File: src/rtl/irq_sel_pkg.sv
package irq_sel_pkg;

   localparam int PRIV_W = 2;

   typedef enum logic [PRIV_W-1:0] {
      PRIV_U   = 2'd0,
      PRIV_S   = 2'd1,
      PRIV_RSV = 2'd2,
      PRIV_M   = 2'd3
   } priv_e;

   // Selection network variants
   localparam int PICK_SCAN    = 0;
   localparam int PICK_ISOLATE = 1;

endpackage

File: src/rtl/irq_level_gate.sv
// Turns the current privilege and the two global enables into one
// accept flag per handling level.
module irq_level_gate
   import irq_sel_pkg::*;
(
   input  logic [PRIV_W-1:0] priv_i,
   input  logic              m_ie_i,
   input  logic              s_ie_i,
   output logic              m_accept_o,
   output logic              s_accept_o
);

   priv_e priv;
   assign priv = priv_e'(priv_i);

   always_comb begin
      unique case (priv)
         PRIV_M: begin
            m_accept_o = m_ie_i;
            s_accept_o = 1'b0;
         end
         PRIV_S, PRIV_RSV: begin
            m_accept_o = 1'b1;
            s_accept_o = s_ie_i;
         end
         default: begin
            m_accept_o = 1'b1;
            s_accept_o = 1'b1;
         end
      endcase
   end

endmodule

File: src/rtl/irq_lowest_pick.sv
// Finds the lowest set bit of a vector. The parameter picks the network:
// a scanning priority chain, or two's-complement isolation plus an OR encoder.
module irq_lowest_pick
   import irq_sel_pkg::*;
#(
   parameter int WIDTH = 16,
   parameter int STYLE = PICK_SCAN,
   localparam int IDX_W = $clog2(WIDTH)
) (
   input  logic [WIDTH-1:0] vec_i,
   output logic             found_o,
   output logic [IDX_W-1:0] idx_o
);

   assign found_o = |vec_i;

   generate
      if (STYLE == PICK_SCAN) begin : g_scan
         always_comb begin
            idx_o = '0;
            for (int i = WIDTH - 1; i >= 0; i--) begin
               if (vec_i[i]) idx_o = IDX_W'(i);
            end
         end
      end else begin : g_isolate
         logic [WIDTH-1:0] onehot;
         assign onehot = vec_i & (~vec_i + WIDTH'(1));
         always_comb begin
            idx_o = '0;
            for (int i = 0; i < WIDTH; i++) begin
               if (onehot[i]) idx_o = idx_o | IDX_W'(i);
            end
         end
      end
   endgenerate

endmodule

File: src/rtl/hart_irq_select.sv
module hart_irq_select
   import irq_sel_pkg::*;
#(
   parameter int NUM_IRQ    = 16,
   parameter int PICK_STYLE = PICK_SCAN,
   localparam int CAUSE_W   = $clog2(NUM_IRQ)
) (
   input  logic               clk,
   input  logic               rst_n,
   input  logic [NUM_IRQ-1:0] pend_i,
   input  logic [NUM_IRQ-1:0] en_i,
   input  logic [NUM_IRQ-1:0] deleg_i,
   input  logic               m_ie_i,
   input  logic               s_ie_i,
   input  logic [1:0]         priv_i,
   output logic               irq_valid_o,
   output logic [CAUSE_W-1:0] irq_cause_o
);

   generate
      if (NUM_IRQ < 2 || NUM_IRQ > 64) begin : g_bad_width
         $error("hart_irq_select: NUM_IRQ must lie in 2..64");
      end
      if (PICK_STYLE != PICK_SCAN && PICK_STYLE != PICK_ISOLATE) begin : g_bad_style
         $error("hart_irq_select: unknown PICK_STYLE");
      end
   endgenerate

   logic               m_accept, s_accept;
   logic [NUM_IRQ-1:0] cand, route_ok, live;
   logic               found;
   logic [CAUSE_W-1:0] idx;

   irq_level_gate u_gate (
      .priv_i     (priv_i),
      .m_ie_i     (m_ie_i),
      .s_ie_i     (s_ie_i),
      .m_accept_o (m_accept),
      .s_accept_o (s_accept)
   );

   assign cand     = pend_i & en_i;
   assign route_ok = (~deleg_i & {NUM_IRQ{m_accept}}) | (deleg_i & {NUM_IRQ{s_accept}});
   assign live     = cand & route_ok;

   irq_lowest_pick #(
      .WIDTH (NUM_IRQ),
      .STYLE (PICK_STYLE)
   ) u_pick (
      .vec_i   (live),
      .found_o (found),
      .idx_o   (idx)
   );

   always_ff @(posedge clk or negedge rst_n) begin
      if (!rst_n) begin
         irq_valid_o <= 1'b0;
         irq_cause_o <= '0;
      end else begin
         irq_valid_o <= found;
         irq_cause_o <= found ? idx : '0;
      end
   end

endmodule

File: config.mk
export PLATFORM = sky130hd
export DESIGN_NAME = hart_irq_select
export DESIGN_NICKNAME = d
export VERILOG_FILES = /design/src/rtl/irq_sel_pkg.sv /design/src/rtl/irq_level_gate.sv /design/src/rtl/irq_lowest_pick.sv /design/src/rtl/hart_irq_select.sv
export SDC_FILE = /design/constraint.sdc
export NUM_CORES = 1
export LEC_CHECK = 0
export ABC_AREA = 1
export BUFFER_PORTS_ARGS = -buffer_cell sky130_fd_sc_hd__buf_2
export CAP_MARGIN = 20
export CELL_PAD_IN_SITES_DETAIL_PLACEMENT = 1
export CELL_PAD_IN_SITES_GLOBAL_PLACEMENT = 1
export CORE_MARGIN = 8
export CORE_UTILIZATION = 26
export DETAILED_ROUTE_END_ITERATION = 16
export PLACE_DENSITY_LB_ADDON = 0.1
export SLEW_MARGIN = 20
export SYNTH_ARGS = -nofsm -noshare
export SYNTH_HDL_FRONTEND = slang
export SYNTH_SLANG_ARGS = --single-unit
File: constraint.sdc
create_clock -name clk -period 0.8 [get_ports clk]
set_input_delay 0.16 -clock clk [delete_from_list [all_inputs] [get_ports clk]]
set_output_delay 0.16 -clock clk [all_outputs]
set_load 0.05 [all_outputs]
==> impl_metrics.tcl <==
set metrics [dict create \
    drc_errors 0 \
    cts.sinks 5 \
    io_pins 59 \
    compound_gate_fraction_of_synth_area 0.0838 \
    drive_above_1_share 0.565 \
    yosys.area_share.adder 0.0142 \
    place.detailed.instances 264 \
    path_cells "buf_6 > ha_4 > nand2_4 > o21ai_4 > buf_6 > buf_12 > nor2_4 > nor4_4 > nor2_2 > buf_4 > buf_4 > nand2_1 > a21oi_2" \
    required_ns 0.93 \
    final_antenna_net_count 0 \
    initial_core_utilization 0.268 \
    grt_max_degree 7 \
    initial_antenna_violation_count 0 \
    drt_pass1_iterations 2 \
    track_usage 0.126 \
    timing.critical_path.arrival_ns 1.77 \
    wirelength_um 3580 \
    die_w_um 74.2 \
    buffer_ports.inserted 58 \
    postSynthRegisterBits 5 \
    synth_top_family_by_area "simple AND/OR/NAND/NOR gates" \
    synth.area.mux_share 0 \
    worst-slew-pin-transition_ns 0.372 \
    cts.root.buffer_cell "clkbuf_4" \
    rsz0062_at_grt "yes" \
    stdcell_count 283 \
    synth-xor-area-share 0 \
    outcome "complete, but fails checks" \
    die_area_sq_um 5510 \
    h-tree-depth 1 \
    first_global_vias 1341 \
    synth.avg_cell_area_sq_um 6.07 \
    diodes 0 \
    post_synth_design_cell_area_sq_um 881 \
    end_kind "flip-flop" \
    synth_cell_type_count 29 \
    die_h_um 74.2 \
    pwr_density_cell_nw_per_um2 1080 \
    portion_of_synthesized_cell_area_occupied_by_the_leading_cell_type 0.179 \
    final-setup-viol-count 10 \
    number_of_instances_in_the_synthesized_netlist 145 \
    worst-path-max-fanout 5 \
    cts_tree "built" \
    gp_congestion 0.727 \
    synth_async_sr_flop_share 1.00 \
    synth_sequential_area_ratio 0.142 \
    power_uw 1850 \
    totalNegativeSetupSlack_ns -4.70 \
    hold_violations 0 \
    post_synth_edffs 0 \
    timing_max_transition_violations_final 0 \
    wire_length_of_the_first_global_routing_pass_um 5610 \
    cts_buffers 3 \
    wl_per_cell_um 12.7 \
    final_core_util 0.523 \
    via_per_inst 4.32 \
    hold_class "in -> async" \
    worstSetupStartpoint "priv_i[1]" \
    post_synthesis_net_count 200 \
    area_growth_pct 94.9 \
    worst_path_largest_cell_delay_ns 0.31 \
    maxcap_viol_count 0 \
    final_critical_path_setup_slack_ns -0.838 \
    timing.setup.critical_path_class "in -> reg" \
    ctsLongestPathBuffers 2 \
    ys_dominant_reg_cell "dfrtp_1" \
    fin_nets 293 \
    floorplan.rows 21 \
    timing.slew.headroom 0.750 \
    detailedPlacementHpwl_um 2790 \
    violated_checks "negative setup slack" \
    ir_worst_vdd_v 0.000342 \
    synth_top_cells_by_area "inv_1 (18%), dfrtp_1 (14%), nand2_1 (12%), nor2_1 (11%), nor4_2 (9.9%)" \
    synth_top_area_cell "inv_1" \
    critical_path.slowest_cell "nor4_4" \
    final_period_minus_worst_setup_slack_ns 1.64 \
    first_iter_violations 14 \
    synth-warning-count 0 \
    cp-start-kind "input port" \
    synth_simple_gate_area_frac 0.531 \
    place_area_sq_um 1360 \
    leakage_uw 0.000938 \
    finalCritPeriodShare 2.05 \
    dr_total_vias 1222 \
    final_area_sq_um 1720 \
    max_clock_freq_mhz 610 \
    cts.reportedPaths.clkPinSlew_ns 0.05 \
    grt_overflow_total 0 \
    floorplan.core_area_sq_um 3280 \
]
[final timing paths]
check,endpoint,slack (ns),depth (start not counted)
worst max-delay path,irq_cause_o[1]$_DFF_PN0_,-0.84,13
worst min-delay path,irq_valid_o$_DFF_PN0_,0.27,2
max in group asynchronous,irq_cause_o[3]$_DFF_PN0_,0.40,2
min in group clk,irq_cause_o[0]$_DFF_PN0_,0.33,5
[registers in the layout, indices dropped and copies added, names as in the netlist]
| name | cells |
|---|---|
| irq_cause_o | 4 |
| irq_valid_o | 1 |
[per-stage QoR]
| stage | setup slack [ns] | hold WS (ns) |
|---|---|---|
| detailed placement | -1.13 | -0.0225 |
| global placement | -1.03 | -0.0267 |
| global route | -1.06 | 0.279 |
| CTS | -0.803 | 0.262 |
| floorplan | -0.758 | -0.136 |
| finish | -0.838 | 0.271 |
[area by class of cell]
class                   instances  area [sq um]
fillers                       447          1570
multi-input cells              91           707
repair buffers                 90           622
inverters                      47           179
flip-flops and latches          5           125
well taps                      46          57.6
clock buffers                   4          26.3
[repair_timing]
action	CTS	global route
hold endpoints to repair	5	0
hold buffers	1	0
pin swaps	14	18
endpoints found under the setup margin	10	10
resized for setup	26	17
setup buffers	7	7
[layout by cell type (no fill, tap or decap), types with 3 or more instances in the layout]
| cell | synthesis | routed |
|---|---|---|
| nor4_4 | 2 | 7 |
| nor2_4 | 1 | 7 |
| nor2_1 | 25 | 17 |
| nor2_2 | 2 | 4 |
| buf_4 | 0 | 26 |
| nand2_2 | 3 | 4 |
| nand2_1 | 27 | 25 |
| dfrtp_1 | 5 | 5 |
| clkbuf_4 | 0 | 3 |
| buf_2 | 0 | 51 |
| inv_2 | 4 | 4 |
| buf_12 | 0 | 3 |
| buf_6 | 2 | 9 |
| inv_1 | 42 | 42 |
| nand3_1 | 5 | 3 |
[critical path: cells and delay by family]
family / cells / cell delay (ns)
AND/OR/NAND/NOR: 5 / 0.58
adder cells (fa/ha/maj): 1 / 0.29
buffers and inverters: 5 / 0.60
AO/OA/AOI/OAI: 2 / 0.13
[kinds of logic after synthesis]
family	Yosys count
buf+inv	49
compound gates	10
flops	5
simple gates	80
fa+ha+maj	1
[synth_stat cells (2+ instances only)]
library cell / n
inv_2: 4
nand2_1: 27
nor4_2: 7
inv_1: 42
nand4_1: 2
nand3_1: 5
nand2_2: 3
nor4_4: 2
a21oi_1: 3
dfrtp_1: 5
nor2_2: 2
buf_6: 2
nor2_1: 25
[layer usage]
metal	wire [um]	vias to the layer above	GRT usage
li1	-	618	-
met1	1330	562	0.128
met2	2030	38	0.255
met3	209	4	0.0243
met4	14	0	0.0266
met5	0	-	0
[where the power goes]
| part | internal, uW | leakage (uW) | switching [uW] |
|---|---|---|---|
| Sequential | 289 | 0.0000593 | 16.9 |
| Clock | 190 | 0.0000150 | 118 |
| Combinational | 599 | 0.000864 | 634 |
| Total | 1080 | 0.000938 | 769 |
Note: power is estimated with default switching activity, not from simulation.
